$ cat config.mk
export PLATFORM = sky130hd
export DESIGN_NAME = spi_hd_slave
export DESIGN_NICKNAME = d
export VERILOG_FILES = /design/src/rtl/spi_hd_pkg.sv /design/src/rtl/spi_hd_sync.sv /design/src/rtl/spi_hd_decode.sv /design/src/rtl/spi_hd_phase.sv /design/src/rtl/spi_hd_slave.sv
export SDC_FILE = /design/constraint.sdc
export NUM_CORES = 1
export LEC_CHECK = 0
export ABC_AREA = 1
export CAP_MARGIN = 10
export CELL_PAD_IN_SITES_DETAIL_PLACEMENT = 1
export CELL_PAD_IN_SITES_GLOBAL_PLACEMENT = 1
export CORE_ASPECT_RATIO = 0.8
export CORE_UTILIZATION = 42
export CTS_CLUSTER_DIAMETER = 120
export DETAILED_ROUTE_END_ITERATION = 6
export PLACE_DENSITY = 0.92
export SLEW_MARGIN = 15
export SYNTH_ARGS = -nofsm -noshare
export SYNTH_HDL_FRONTEND = slang
export SYNTH_SLANG_ARGS = --single-unit
$ cat constraint.sdc
create_clock -name clk -period 3.3 [get_ports clk]
set_input_delay 0.33 -clock clk [delete_from_list [all_inputs] [get_ports clk]]
set_output_delay 0.33 -clock clk [all_outputs]
set_load 0.03 [all_outputs]
$ cat src/rtl/spi_hd_pkg.sv
package spi_hd_pkg;

  localparam int BYTE_W = 8;
  localparam int LANES  = 4;
  localparam int CNT_W  = $clog2(BYTE_W + 1);
  localparam int DUM_W  = 3;

  localparam logic [7:0] CMD_QUAD_ON  = 8'h06;
  localparam logic [7:0] CMD_QUAD_OFF = 8'hDD;

  typedef enum logic [2:0] {
    PH_CMD, PH_ADDR, PH_GAP, PH_DATA, PH_HOLD, PH_SKIP
  } phase_e;

  typedef enum logic [1:0] {
    KIND_BAD, KIND_XFER, KIND_EVENT, KIND_MODE
  } kind_e;

  typedef struct packed {
    kind_e              kind;
    logic               rd;
    logic [2:0]         aw;
    logic [2:0]         dw;
    logic [DUM_W-1:0]   gap;
  } cmd_cfg_t;

  function automatic logic [BYTE_W-1:0] shift_in(input logic [BYTE_W-1:0] s,
                                                 input logic [LANES-1:0] io,
                                                 input logic [2:0] w);
    case (w)
      3'd2:    return {s[BYTE_W-3:0], io[1:0]};
      3'd4:    return {s[BYTE_W-5:0], io[3:0]};
      default: return {s[BYTE_W-2:0], io[0]};
    endcase
  endfunction

  function automatic logic [BYTE_W-1:0] shift_out(input logic [BYTE_W-1:0] s,
                                                  input logic [2:0] w);
    case (w)
      3'd2:    return {s[BYTE_W-3:0], 2'b00};
      3'd4:    return {s[BYTE_W-5:0], 4'b0000};
      default: return {s[BYTE_W-2:0], 1'b0};
    endcase
  endfunction

  function automatic logic [LANES-1:0] lane_drive(input logic [BYTE_W-1:0] s,
                                                  input logic [2:0] w);
    case (w)
      3'd2:    return {2'b00, s[BYTE_W-1:BYTE_W-2]};
      3'd4:    return s[BYTE_W-1:BYTE_W-4];
      default: return {2'b00, s[BYTE_W-1], 1'b0};
    endcase
  endfunction

  function automatic logic [LANES-1:0] lane_mask(input logic [2:0] w);
    case (w)
      3'd2:    return 4'b0011;
      3'd4:    return 4'b1111;
      default: return 4'b0010;
    endcase
  endfunction

endpackage

$ cat src/rtl/spi_hd_sync.sv
module spi_hd_sync #(
  parameter int          W      = 6,
  parameter int          STAGES = 2,
  parameter logic [W-1:0] RST   = '0
) (
  input  logic         clk,
  input  logic         rst_n,
  input  logic [W-1:0] d,
  output logic [W-1:0] q
);

  logic [W-1:0] st [STAGES];

  for (genvar i = 0; i < STAGES; i++) begin : g_stage
    if (i == 0) begin : g_first
      always_ff @(posedge clk or negedge rst_n) begin
        if (!rst_n) st[i] <= RST;
        else        st[i] <= d;
      end
    end else begin : g_rest
      always_ff @(posedge clk or negedge rst_n) begin
        if (!rst_n) st[i] <= RST;
        else        st[i] <= st[i-1];
      end
    end
  end

  assign q = st[STAGES-1];

endmodule

$ cat src/rtl/spi_hd_decode.sv
module spi_hd_decode
  import spi_hd_pkg::*;
#(
  parameter int GAP_SINGLE = 1,
  parameter int GAP_MULTI  = 4
) (
  input  logic [BYTE_W-1:0] cmd,
  input  logic              quad,
  output cmd_cfg_t          cfg
);

  localparam logic [DUM_W-1:0] GAP_S = DUM_W'(GAP_SINGLE);
  localparam logic [DUM_W-1:0] GAP_M = DUM_W'(GAP_MULTI);

  logic [3:0] hi, lo;
  assign hi = cmd[7:4];
  assign lo = cmd[3:0];

  always_comb begin
    cfg.kind = KIND_BAD;
    cfg.rd   = ~lo[0];
    cfg.aw   = 3'd1;
    cfg.dw   = 3'd1;
    cfg.gap  = GAP_S;
    if (cmd == CMD_QUAD_ON || cmd == CMD_QUAD_OFF) begin
      cfg.kind = KIND_MODE;
    end else if (hi == 4'h0 && (lo == 4'h5 || lo == 4'h7 || lo == 4'h8 ||
                                lo == 4'h9 || lo == 4'hA)) begin
      cfg.kind = KIND_EVENT;
    end else if (lo >= 4'h1 && lo <= 4'h4) begin
      if (quad) begin
        if (hi == 4'h0 || hi == 4'hA) begin
          cfg.kind = KIND_XFER;
          cfg.aw   = 3'd4;
          cfg.dw   = 3'd4;
          cfg.gap  = GAP_M;
        end
      end else begin
        case (hi)
          4'h0: begin cfg.kind = KIND_XFER; end
          4'h1: begin cfg.kind = KIND_XFER; cfg.dw = 3'd2; cfg.gap = GAP_M; end
          4'h5: begin cfg.kind = KIND_XFER; cfg.aw = 3'd2; cfg.dw = 3'd2; cfg.gap = GAP_M; end
          4'h2: begin cfg.kind = KIND_XFER; cfg.dw = 3'd4; cfg.gap = GAP_M; end
          4'hA: begin cfg.kind = KIND_XFER; cfg.aw = 3'd4; cfg.dw = 3'd4; cfg.gap = GAP_M; end
          default: cfg.kind = KIND_BAD;
        endcase
      end
    end
  end

endmodule

$ cat src/rtl/spi_hd_phase.sv
module spi_hd_phase
  import spi_hd_pkg::*;
(
  input  logic              clk,
  input  logic              rst_n,
  input  logic              sclk_rise,
  input  logic              sclk_fall,
  input  logic              sel_on,
  input  logic              sel_release,
  input  logic [LANES-1:0]  io_s,
  input  cmd_cfg_t          cfg,
  input  logic [BYTE_W-1:0] rd_data,
  output logic [BYTE_W-1:0] asm_byte,
  output logic              quad,
  output logic [BYTE_W-1:0] cmd_q,
  output logic [BYTE_W-1:0] addr_q,
  output logic              hdr_q,
  output logic [BYTE_W-1:0] wdat_q,
  output logic              wval_q,
  output logic              rrdy_q,
  output logic [LANES-1:0]  out_q,
  output logic [LANES-1:0]  oe,
  output logic              evt_q,
  output logic [BYTE_W-1:0] evt_code_q
);

  phase_e            st_q, st_n;
  logic [CNT_W-1:0]  cnt_q, cnt_n, cnt_inc;
  logic [BYTE_W-1:0] sh_q, sh_n, osh_q, osh_n;
  logic [DUM_W-1:0]  gap_q, gap_n, gcnt_q, gcnt_n;
  logic              rd_q, rd_n, quad_n;
  logic [2:0]        aw_q, aw_n, dw_q, dw_n, w_cur;
  logic [BYTE_W-1:0] cmd_n, addr_n, wdat_n, evt_code_n;
  logic              hdr_n, wval_n, rrdy_n, evt_n;
  logic [LANES-1:0]  out_n;
  logic              byte_done;

  always_comb begin
    case (st_q)
      PH_CMD:  w_cur = quad ? 3'd4 : 3'd1;
      PH_ADDR: w_cur = aw_q;
      PH_DATA: w_cur = dw_q;
      default: w_cur = 3'd1;
    endcase
  end

  assign asm_byte  = shift_in(sh_q, io_s, w_cur);
  assign cnt_inc   = cnt_q + CNT_W'(w_cur);
  assign byte_done = (cnt_inc == CNT_W'(BYTE_W));
  assign oe        = (st_q == PH_DATA && rd_q) ? lane_mask(dw_q) : '0;

  always_comb begin
    st_n = st_q;     cnt_n = cnt_q;   sh_n = sh_q;     osh_n = osh_q;
    gap_n = gap_q;   gcnt_n = gcnt_q; rd_n = rd_q;     aw_n = aw_q;
    dw_n = dw_q;     quad_n = quad;   cmd_n = cmd_q;   addr_n = addr_q;
    wdat_n = wdat_q; out_n = out_q;   evt_code_n = evt_code_q;
    hdr_n = 1'b0;    wval_n = 1'b0;   rrdy_n = 1'b0;   evt_n = 1'b0;

    if (!sel_on) begin
      st_n  = PH_CMD;
      cnt_n = '0;
      if (sel_release && st_q == PH_HOLD) begin
        if (cmd_q == CMD_QUAD_ON)       quad_n = 1'b1;
        else if (cmd_q == CMD_QUAD_OFF) quad_n = 1'b0;
        else begin
          evt_n      = 1'b1;
          evt_code_n = cmd_q;
        end
      end
    end else if (sclk_rise) begin
      case (st_q)
        PH_CMD: begin
          sh_n  = asm_byte;
          cnt_n = cnt_inc;
          if (byte_done) begin
            cnt_n = '0;
            cmd_n = asm_byte;
            rd_n  = cfg.rd;
            aw_n  = cfg.aw;
            dw_n  = cfg.dw;
            gap_n = cfg.gap;
            case (cfg.kind)
              KIND_XFER:  st_n = PH_ADDR;
              KIND_EVENT: st_n = PH_HOLD;
              KIND_MODE:  st_n = PH_HOLD;
              default:    st_n = PH_SKIP;
            endcase
          end
        end
        PH_ADDR: begin
          sh_n  = asm_byte;
          cnt_n = cnt_inc;
          if (byte_done) begin
            cnt_n  = '0;
            addr_n = asm_byte;
            gcnt_n = gap_q;
            st_n   = PH_GAP;
          end
        end
        PH_GAP: begin
          if (gcnt_q <= DUM_W'(1)) begin
            st_n  = PH_DATA;
            hdr_n = 1'b1;
            cnt_n = '0;
            if (rd_q) begin
              osh_n  = rd_data;
              rrdy_n = 1'b1;
            end
          end else begin
            gcnt_n = gcnt_q - DUM_W'(1);
          end
        end
        PH_DATA: begin
          cnt_n = cnt_inc;
          if (!rd_q) sh_n = asm_byte;
          if (byte_done) begin
            cnt_n = '0;
            if (rd_q) begin
              osh_n  = rd_data;
              rrdy_n = 1'b1;
            end else begin
              wdat_n = asm_byte;
              wval_n = 1'b1;
            end
          end
        end
        default: ;
      endcase
    end else if (sclk_fall && st_q == PH_DATA && rd_q) begin
      out_n = lane_drive(osh_q, dw_q);
      osh_n = shift_out(osh_q, dw_q);
    end
  end

  always_ff @(posedge clk or negedge rst_n) begin
    if (!rst_n) begin
      st_q <= PH_CMD;  cnt_q <= '0;  sh_q <= '0;   osh_q <= '0;
      gap_q <= '0;     gcnt_q <= '0; rd_q <= 1'b0; aw_q <= 3'd1;
      dw_q <= 3'd1;    quad <= 1'b0; cmd_q <= '0;  addr_q <= '0;
      wdat_q <= '0;    out_q <= '0;  evt_code_q <= '0;
      hdr_q <= 1'b0;   wval_q <= 1'b0; rrdy_q <= 1'b0; evt_q <= 1'b0;
    end else begin
      st_q <= st_n;    cnt_q <= cnt_n;   sh_q <= sh_n;   osh_q <= osh_n;
      gap_q <= gap_n;  gcnt_q <= gcnt_n; rd_q <= rd_n;   aw_q <= aw_n;
      dw_q <= dw_n;    quad <= quad_n;   cmd_q <= cmd_n; addr_q <= addr_n;
      wdat_q <= wdat_n; out_q <= out_n;  evt_code_q <= evt_code_n;
      hdr_q <= hdr_n;  wval_q <= wval_n; rrdy_q <= rrdy_n; evt_q <= evt_n;
    end
  end

endmodule

$ cat src/rtl/spi_hd_slave.sv
module spi_hd_slave
  import spi_hd_pkg::*;
#(
  parameter int SYNC_STAGES = 2,
  parameter int GAP_SINGLE  = 1,
  parameter int GAP_MULTI   = 4
) (
  input  logic              clk,
  input  logic              rst_n,
  input  logic              spi_sclk,
  input  logic              spi_cs_n,
  input  logic [LANES-1:0]  spi_io_in,
  output logic [LANES-1:0]  spi_io_out,
  output logic [LANES-1:0]  spi_io_oe,
  output logic [BYTE_W-1:0] cmd_byte,
  output logic [BYTE_W-1:0] addr_byte,
  output logic              hdr_valid,
  output logic [BYTE_W-1:0] wr_data,
  output logic              wr_valid,
  input  logic [BYTE_W-1:0] rd_data,
  output logic              rd_ready,
  output logic              evt_valid,
  output logic [BYTE_W-1:0] evt_code,
  output logic              qpi_active
);

  localparam int SW = LANES + 2;

  logic          rst_m, rst_core_n;
  logic [SW-1:0] pins_s;
  logic          cs_s, sclk_s, cs_d, sclk_d;
  logic [LANES-1:0] io_s;
  logic [BYTE_W-1:0] asm_byte;
  cmd_cfg_t      cfg;

  always_ff @(posedge clk or negedge rst_n) begin
    if (!rst_n) begin
      rst_m      <= 1'b0;
      rst_core_n <= 1'b0;
    end else begin
      rst_m      <= 1'b1;
      rst_core_n <= rst_m;
    end
  end

  spi_hd_sync #(
    .W      (SW),
    .STAGES (SYNC_STAGES),
    .RST    ({1'b1, {(SW-1){1'b0}}})
  ) u_sync (
    .clk   (clk),
    .rst_n (rst_core_n),
    .d     ({spi_cs_n, spi_sclk, spi_io_in}),
    .q     (pins_s)
  );

  assign cs_s   = pins_s[SW-1];
  assign sclk_s = pins_s[SW-2];
  assign io_s   = pins_s[LANES-1:0];

  always_ff @(posedge clk or negedge rst_core_n) begin
    if (!rst_core_n) begin
      cs_d   <= 1'b1;
      sclk_d <= 1'b0;
    end else begin
      cs_d   <= cs_s;
      sclk_d <= sclk_s;
    end
  end

  spi_hd_decode #(
    .GAP_SINGLE (GAP_SINGLE),
    .GAP_MULTI  (GAP_MULTI)
  ) u_dec (
    .cmd  (asm_byte),
    .quad (qpi_active),
    .cfg  (cfg)
  );

  spi_hd_phase u_phase (
    .clk         (clk),
    .rst_n       (rst_core_n),
    .sclk_rise   (sclk_s & ~sclk_d),
    .sclk_fall   (~sclk_s & sclk_d),
    .sel_on      (~cs_s),
    .sel_release (cs_s & ~cs_d),
    .io_s        (io_s),
    .cfg         (cfg),
    .rd_data     (rd_data),
    .asm_byte    (asm_byte),
    .quad        (qpi_active),
    .cmd_q       (cmd_byte),
    .addr_q      (addr_byte),
    .hdr_q       (hdr_valid),
    .wdat_q      (wr_data),
    .wval_q      (wr_valid),
    .rrdy_q      (rd_ready),
    .out_q       (spi_io_out),
    .oe          (spi_io_oe),
    .evt_q       (evt_valid),
    .evt_code_q  (evt_code)
  );

endmodule

==> out/metrics.csv, run 1 <==
stage,metric,value,unit
run_status,outcome,"complete, no violations",
drt,wl_met3,657,µm
die,rows,33,
placed_design,dp_hpwl,9620,µm
finish,final_util,54.5,%
clock_network,htreeDepth,3,
sta,worst_pin_slew,694,ps
sta,fin_hold_ws,143,ps
global_route,grt_max_degree,33,
worst_setup_path,cp.required,3570,ps
sta,fin_crit_sh,95.6,%
synth,synthCells,500,
sta,hold_viol,0,
synth,synth_cell_types,41,
clock_network,clock-sinks,91,
worst_setup_path,path_class,flip-flop to flip-flop,
worst_setup_path,start_kind,flip-flop,
sta,finClkSkew,7.07,ps
die,dieArea,11000,µm²
worst_setup_path,slowest_stage,dfrtp_2,
synth,async_flop_share,100,%
pwr,ir_drop,0.251,mV
drt,wire_per_inst,17.9,µm
synth,mappedNetlistArea,4440,µm²
drt,vias,3835,
sta,slew_viol_final,0,
die,die_y,93.9,µm
finish,antenna_cells,0,
finish,nNetsFinal,597,
worst_setup_path,worstPathArrival,3420,ps
placed_design,io_buffers,60,
drt,drc,0,
die,pin_count,61,
synth,synth.avg_cell_area,8.88,µm²
placed_design,gp_congestion,0.857,
flow_run,drv_cap,0,
clock_network,worstSkewPairLatency,350,ps
clock_network,cts_buffer_depth,2,
worst_setup_path,crit_path_cell_trace,inv_4 > nand3_2 > nor2_4 > nor2_8 > inv_1 > ha_1 > inv_1 > fa_1 > xnor2_2 > nor2_1 > nand2_2 > nor3b_1 > buf_4 > inv_1 > buf_4 > nor2_2 > o21bai_1,
drt,first_iter_violations,221,
synth,synth_seq_cells,91,
synth,synth.yosys.seq_area_share,51.5,%
sta,period_minus_slack,3150,ps
clock_network,cts_tree,yes,
sta,fmax,317,MHz
drt,antenna_left,0,
worst_setup_path,cpPeakStageDelay,470,ps
global_route,grt_pass1_vias,4134,
min_path,hp-class,input pin to asynchronous set/reset pin,
global_route,grt.overflow.total,0,
worst_setup_path,cp_max_fo,16,
drt,viasPerCell,5.33,
worst_setup_path,path_buf_inv,6,
finish,final_common_cell,nand2_1,
synth,ys.warnings.count,0,
drt,wl_met2,6210,µm
pwr,power_density,498,nW/µm²
synth,syn_nets,522,
global_route,grt_pass1_wl,21200,µm
clock_network,cts_root_buffer,clkbuf_16,
worst_setup_path,end_kind,flip-flop,
finish,area_delta_synth_final,26.2,%
drt,first_pass_iters,4,
worst_setup_path,cp_top_family,simple AND/OR/NAND/NOR gates,
clock_network,cts_made_buffers,9,
synth,synth-main-ff-cell,dfrtp_1,
pwr,power.leakage,0.00256,µW
synth,synth-edff-count,0,
drt,wirelength,12900,µm
sta,relSlewSlack,53.2,%
finish,final_cell_mix,"95 x nand2_1, 82 x dfrtp_1, 63 x inv_1",
global_route,antenna_found_initial,0,
finish,drive_above_1_share,15.2,%
clock_network,clkSlewWorstSetupHoldPaths,70,ps
sta,setup_viol,0,
die,core-area,10300,µm²
worst_setup_path,crit_top_cell,inv_1,
die,initial_core_util,43.2,%
drt,wl_met1,5770,µm
global_route,grtUsageTotal,26.1,%
die,die_w,117,µm
drt,top_layer,met4,
finish,n_fill_cell,1179,
## registers in the layout, indices dropped and copies added (netlist names), 4 cells and up
| signal | count |
|---|---|
| u_phase.addr_q | 8 |
| u_phase.cmd_q | 8 |
| u_phase.cnt_q | 4 |
| u_phase.evt_code_q | 8 |
| u_phase.osh_q | 8 |
| u_phase.out_q | 4 |
| u_phase.sh_q | 7 |
| u_phase.wdat_q | 8 |
| u_sync.q | 6 |
| u_sync.st | 6 |
## final timing paths
path / start / endpoint / slack, ps / depth (start not counted)
setup / recovery: u_phase.st_q[2]$_DFFE_PN0P_ / u_phase.cmd_q[0]$_DFFE_PN0P_ / 150 / 17
hold / removal: rst_n / rst_core_n$_DFF_PN0_ / 140 / 1
setup reg to reg: u_phase.st_q[2]$_DFFE_PN0P_ / u_phase.cmd_q[0]$_DFFE_PN0P_ / 150 / 17
hold reg to reg: rst_core_n$_DFF_PN0_ / u_phase.sh_q[4]$_DFFE_PN0P_ / 250 / 0
max in group asynchronous: rst_core_n$_DFF_PN0_ / u_phase.aw_q[0]$_DFFE_PN1P_ / 2240 / 1
min in group clk: u_sync.st[10]$_DFF_PN0_ / u_sync.q[4]$_DFF_PN0_ / 350 / 0
## stage by stage
step	std cells	setup TNS [ps]	area (µm²)	power (µW)	setup slack, ps
after global routing	720	-7.28	5600	2910	-7.28
after floorplan	500	0	4440	1620	194
after CTS	716	0	5540	2800	2.70
final	720	0	5600	2790	147
after global placement	700	-650	5240	1780	-84.5
after detailed placement	700	-2520	5240	1820	-320
## cells by family (layout without fill, tap and decap cells)
group	count (synthesis)	count (layout)	share of synthesized area (%)
AOI/OAI and AO/OA	97	97	12.0
other	1	1	0.0845
xor gates and xnor gates	3	3	0.592
muxes	4	4	1.01
adders and majority gates	6	6	1.86
buffers and inverters	82	162	7.44
DFF	91	91	51.5
and+or+nand+nor	216	216	25.6
## power by group
| part | switching, µW | total, µW | internal, µW |
|---|---|---|---|
| registers | 86.6 | 1300 | 1210 |
| logic | 342 | 519 | 177 |
| clock network | 439 | 972 | 532 |
## layout make-up
class                   instances  area [µm²]  share of cell area (%)
inverters                      69         264                    4.71
clock inverters                 5        36.3                   0.648
repair buffers                 77         728                    13.0
well taps                     140         175                    3.13
clock buffers                  11         243                    4.33
flip-flops and latches         91        2290                    40.9
multi-input cells             327        1860                    33.3
## cell usage after synthesis (4+ instances only)
library cell / instances / area share (%)
nand2_1: 96 / 8.1
nor2_8: 4 / 1.8
ha_1: 5 / 1.4
dfstp_2: 5 / 3.0
nor2_1: 32 / 2.7
nor2_4: 4 / 1.0
dfrtp_1: 86 / 48
o21ai_1: 6 / 0.68
mux2_2: 4 / 1.0
nor3_1: 11 / 1.2
nand4_1: 15 / 2.1
a21oi_1: 13 / 1.5
o21a_1: 5 / 0.85
inv_1: 64 / 5.4
inv_2: 5 / 0.42
o22ai_1: 5 / 0.70
o21ai_0: 58 / 6.5
nand3_1: 26 / 2.9
nor2_2: 8 / 1.1
nand3_2: 5 / 1.1
clkbuf_1: 6 / 0.51
## per-layer routing
metal	global-route usage, %	up-vias
li1	-	1794
met1	33.7	1931
met2	42.7	92
met3	6.13	18
met4	9.39	0
met5	0	-
## what timing repair did
item,in CTS,in global routing
gates cloned,0,0
setup buffers,0,4
endpoints found under the setup margin,16,33
hold buffers,0,0
gates resized for setup,5,11
No activity file was read; power rests on OpenSTA's default activity.
==> run 2: changes to the inputs <==
CORE_UTILIZATION = 38   (was 42)
PLACE_DENSITY = 0.89   (was 0.92)
clock period = 2.8 ns   (was 3.3 ns; I/O delays follow)
==> out/metrics.csv, run 2 (same netlist as run 1, synthesis figures left out) <==
stage,metric,value,unit
clock_network,htreeDepth,3,
worst_setup_path,cpPeakStageDelay,550,ps
global_route,grt_pass1_wl,25000,µm
worst_setup_path,path_class,flip-flop to flip-flop,
pwr,ir_drop,0.396,mV
sta,fin_hold_ws,95.1,ps
run_status,violations,negative setup slack,
flow_run,drv_cap,0,
finish,final_common_cell,dfrtp_1,
finish,n_fill_cell,1213,
drt,wirelength,17500,µm
drt,vias,4445,
worst_setup_path,cp.required,3060,ps
global_route,grtUsageTotal,27.3,%
clock_network,cts_buffer_depth,2,
clock_network,clkSlewWorstSetupHoldPaths,70,ps
clock_network,cts_hold_buf,0,
global_route,grt_pass1_vias,4529,
global_route,antenna_found_initial,0,
worst_setup_path,crit_path_cell_trace,nand4_1 > nand3_4 > nor2_8 > inv_2 > ha_4 > inv_4 > fa_2 > nand2_2 > nor2_2 > nand2_2 > buf_4 > inv_4 > o21ai_4 > o21ai_2 > nand2_2 > clkinvlp_4 > nand2_1 > o21ai_1,
clock_network,clock-sinks,91,
global_route,grt_max_degree,52,
clock_network,worstSkewPairLatency,360,ps
finish,nNetsFinal,631,
run_status,outcome,finished with violations,
sta,hold_viol,0,
drt,wire_per_inst,23.1,µm
placed_design,dp_hpwl,9710,µm
finish,drive_above_1_share,27.4,%
drt,viasPerCell,5.86,
worst_setup_path,cp_max_fo,7,
worst_setup_path,rrSetupSlack,-300,ps
die,die_w,123,µm
placed_design,gp_congestion,0.894,
sta,setup_viol,40,
drt,antenna_left,0,
pwr,power_density,567,nW/µm²
sta,worst_slack,-304,ps
worst_setup_path,worstPathArrival,3370,ps
clock_network,cts_tree,yes,
worst_setup_path,start_kind,flip-flop,
sta,fin_crit_sh,111,%
placed_design,pre_cts_ws,-374,ps
drt,first_iter_violations,301,
drt,drc,0,
sta,finClkSkew,16.7,ps
placed_design,io_buffers,60,
finish,antenna_cells,0,
clock_network,cts_root_buffer,clkbuf_16,
global_route,grt.overflow.total,0,
finish,stdcell_area,6180,µm²
clock_network,cts_made_buffers,9,
worst_setup_path,slowest_stage,dfstp_2,
sta,period_minus_slack,3100,ps
die,rows,34,
die,core-area,11100,µm²
die,initial_core_util,40.0,%
die,pin_count,61,
sta,slew_viol_final,0,
finish,final_cell_mix,"82 x dfrtp_1, 74 x nand2_1, 58 x clkdlybuf4s50_1",
die,dieArea,12100,µm²
die,die_y,98.7,µm
worst_setup_path,crit_top_cell,nand2_2,
sta,rsz0062_at_grt,true,
drt,first_pass_iters,5,
finish,seqCellArea,2290,µm²
sta,fmax,322,MHz
finish,area_delta_synth_final,39.2,%
sta,relSlewSlack,57.6,%
placed_design,dpl_cell_area,5420,µm²
sta,setup_tns,-7110,ps
worst_setup_path,end_kind,flip-flop,
min_path,hp-class,input pin to asynchronous set/reset pin,
finish,multi_input_area,2100,µm²
sta,worst_pin_slew,629,ps
pwr,power.leakage,0.00281,µW
-- run 2: layer usage --
metal	global-route usage (%)	share of wire [%]	up-vias
met3	5.67	6.4	83
met2	44.0	48	242
met1	34.7	41	2249
met4	13.3	5.0	0
li1	-	-	1871
met5	0	0	-
-- run 2: timing repair --
| action | 4_1_cts | 5_1_grt |
|---|---|---|
| gates cloned | 3 | 1 |
| gates resized for setup | 63 | 56 |
| setup buffers | 8 | 8 |
| pin swaps | 14 | 21 |
| endpoints found under the setup margin | 37 | 45 |
-- run 2: worst paths after layout --
check | start | depth (start not counted) | endpoint
setup reg to reg | u_phase.dw_q[0]$_DFFE_PN1P_ | 18 | u_phase.osh_q[5]$_DFFE_PN0P_
setup / recovery | u_phase.dw_q[0]$_DFFE_PN1P_ | 18 | u_phase.osh_q[5]$_DFFE_PN0P_
hold / removal | rst_n | 1 | rst_core_n$_DFF_PN0_
max in group asynchronous | rst_core_n$_DFF_PN0_ | 1 | u_phase.dw_q[0]$_DFFE_PN1P_
min in group clk | spi_cs_n | 1 | u_sync.st[11]$_DFF_PN1_
hold reg to reg | rst_core_n$_DFF_PN0_ | 0 | u_phase.osh_q[7]$_DFFE_PN0P_
-- run 2: layout make-up --
cell class	instances	area share, %
Timing Repair Buffer	110	16.7
Tap cell	144	2.92
Timing Repair inverter	1	0.122
Inverter	69	4.56
Sequential cell	91	37.1
Clock buffer	12	3.99
Multi-Input combinational cell	327	34.1
Clock inverter	4	0.547
-- run 2: through the flow --
step                std cells  util [%]  total power (µW)
floorplan                 500         -              1920
global placement          722      48.8              2130
detailed placement        722      48.8              2170
CTS                       749      53.6              3380
global route              758      55.6              3610
finish                    758      55.6              3500
-- run 2: report_power, final --
part | leakage (µW) | switching (µW) | internal [µW]
Clock | 0.000134 | 549 | 636
Combinational | 0.00150 | 504 | 261
Sequential | 0.00118 | 123 | 1430
-- run 2: worst max-delay path, delay by kind of cell, from the launching register on --
kind,cells,cell delay [ps]
compound gates,3,370
simple gates,8,860
flops,1,550
buf+inv,5,510
fa+ha+maj,2,700
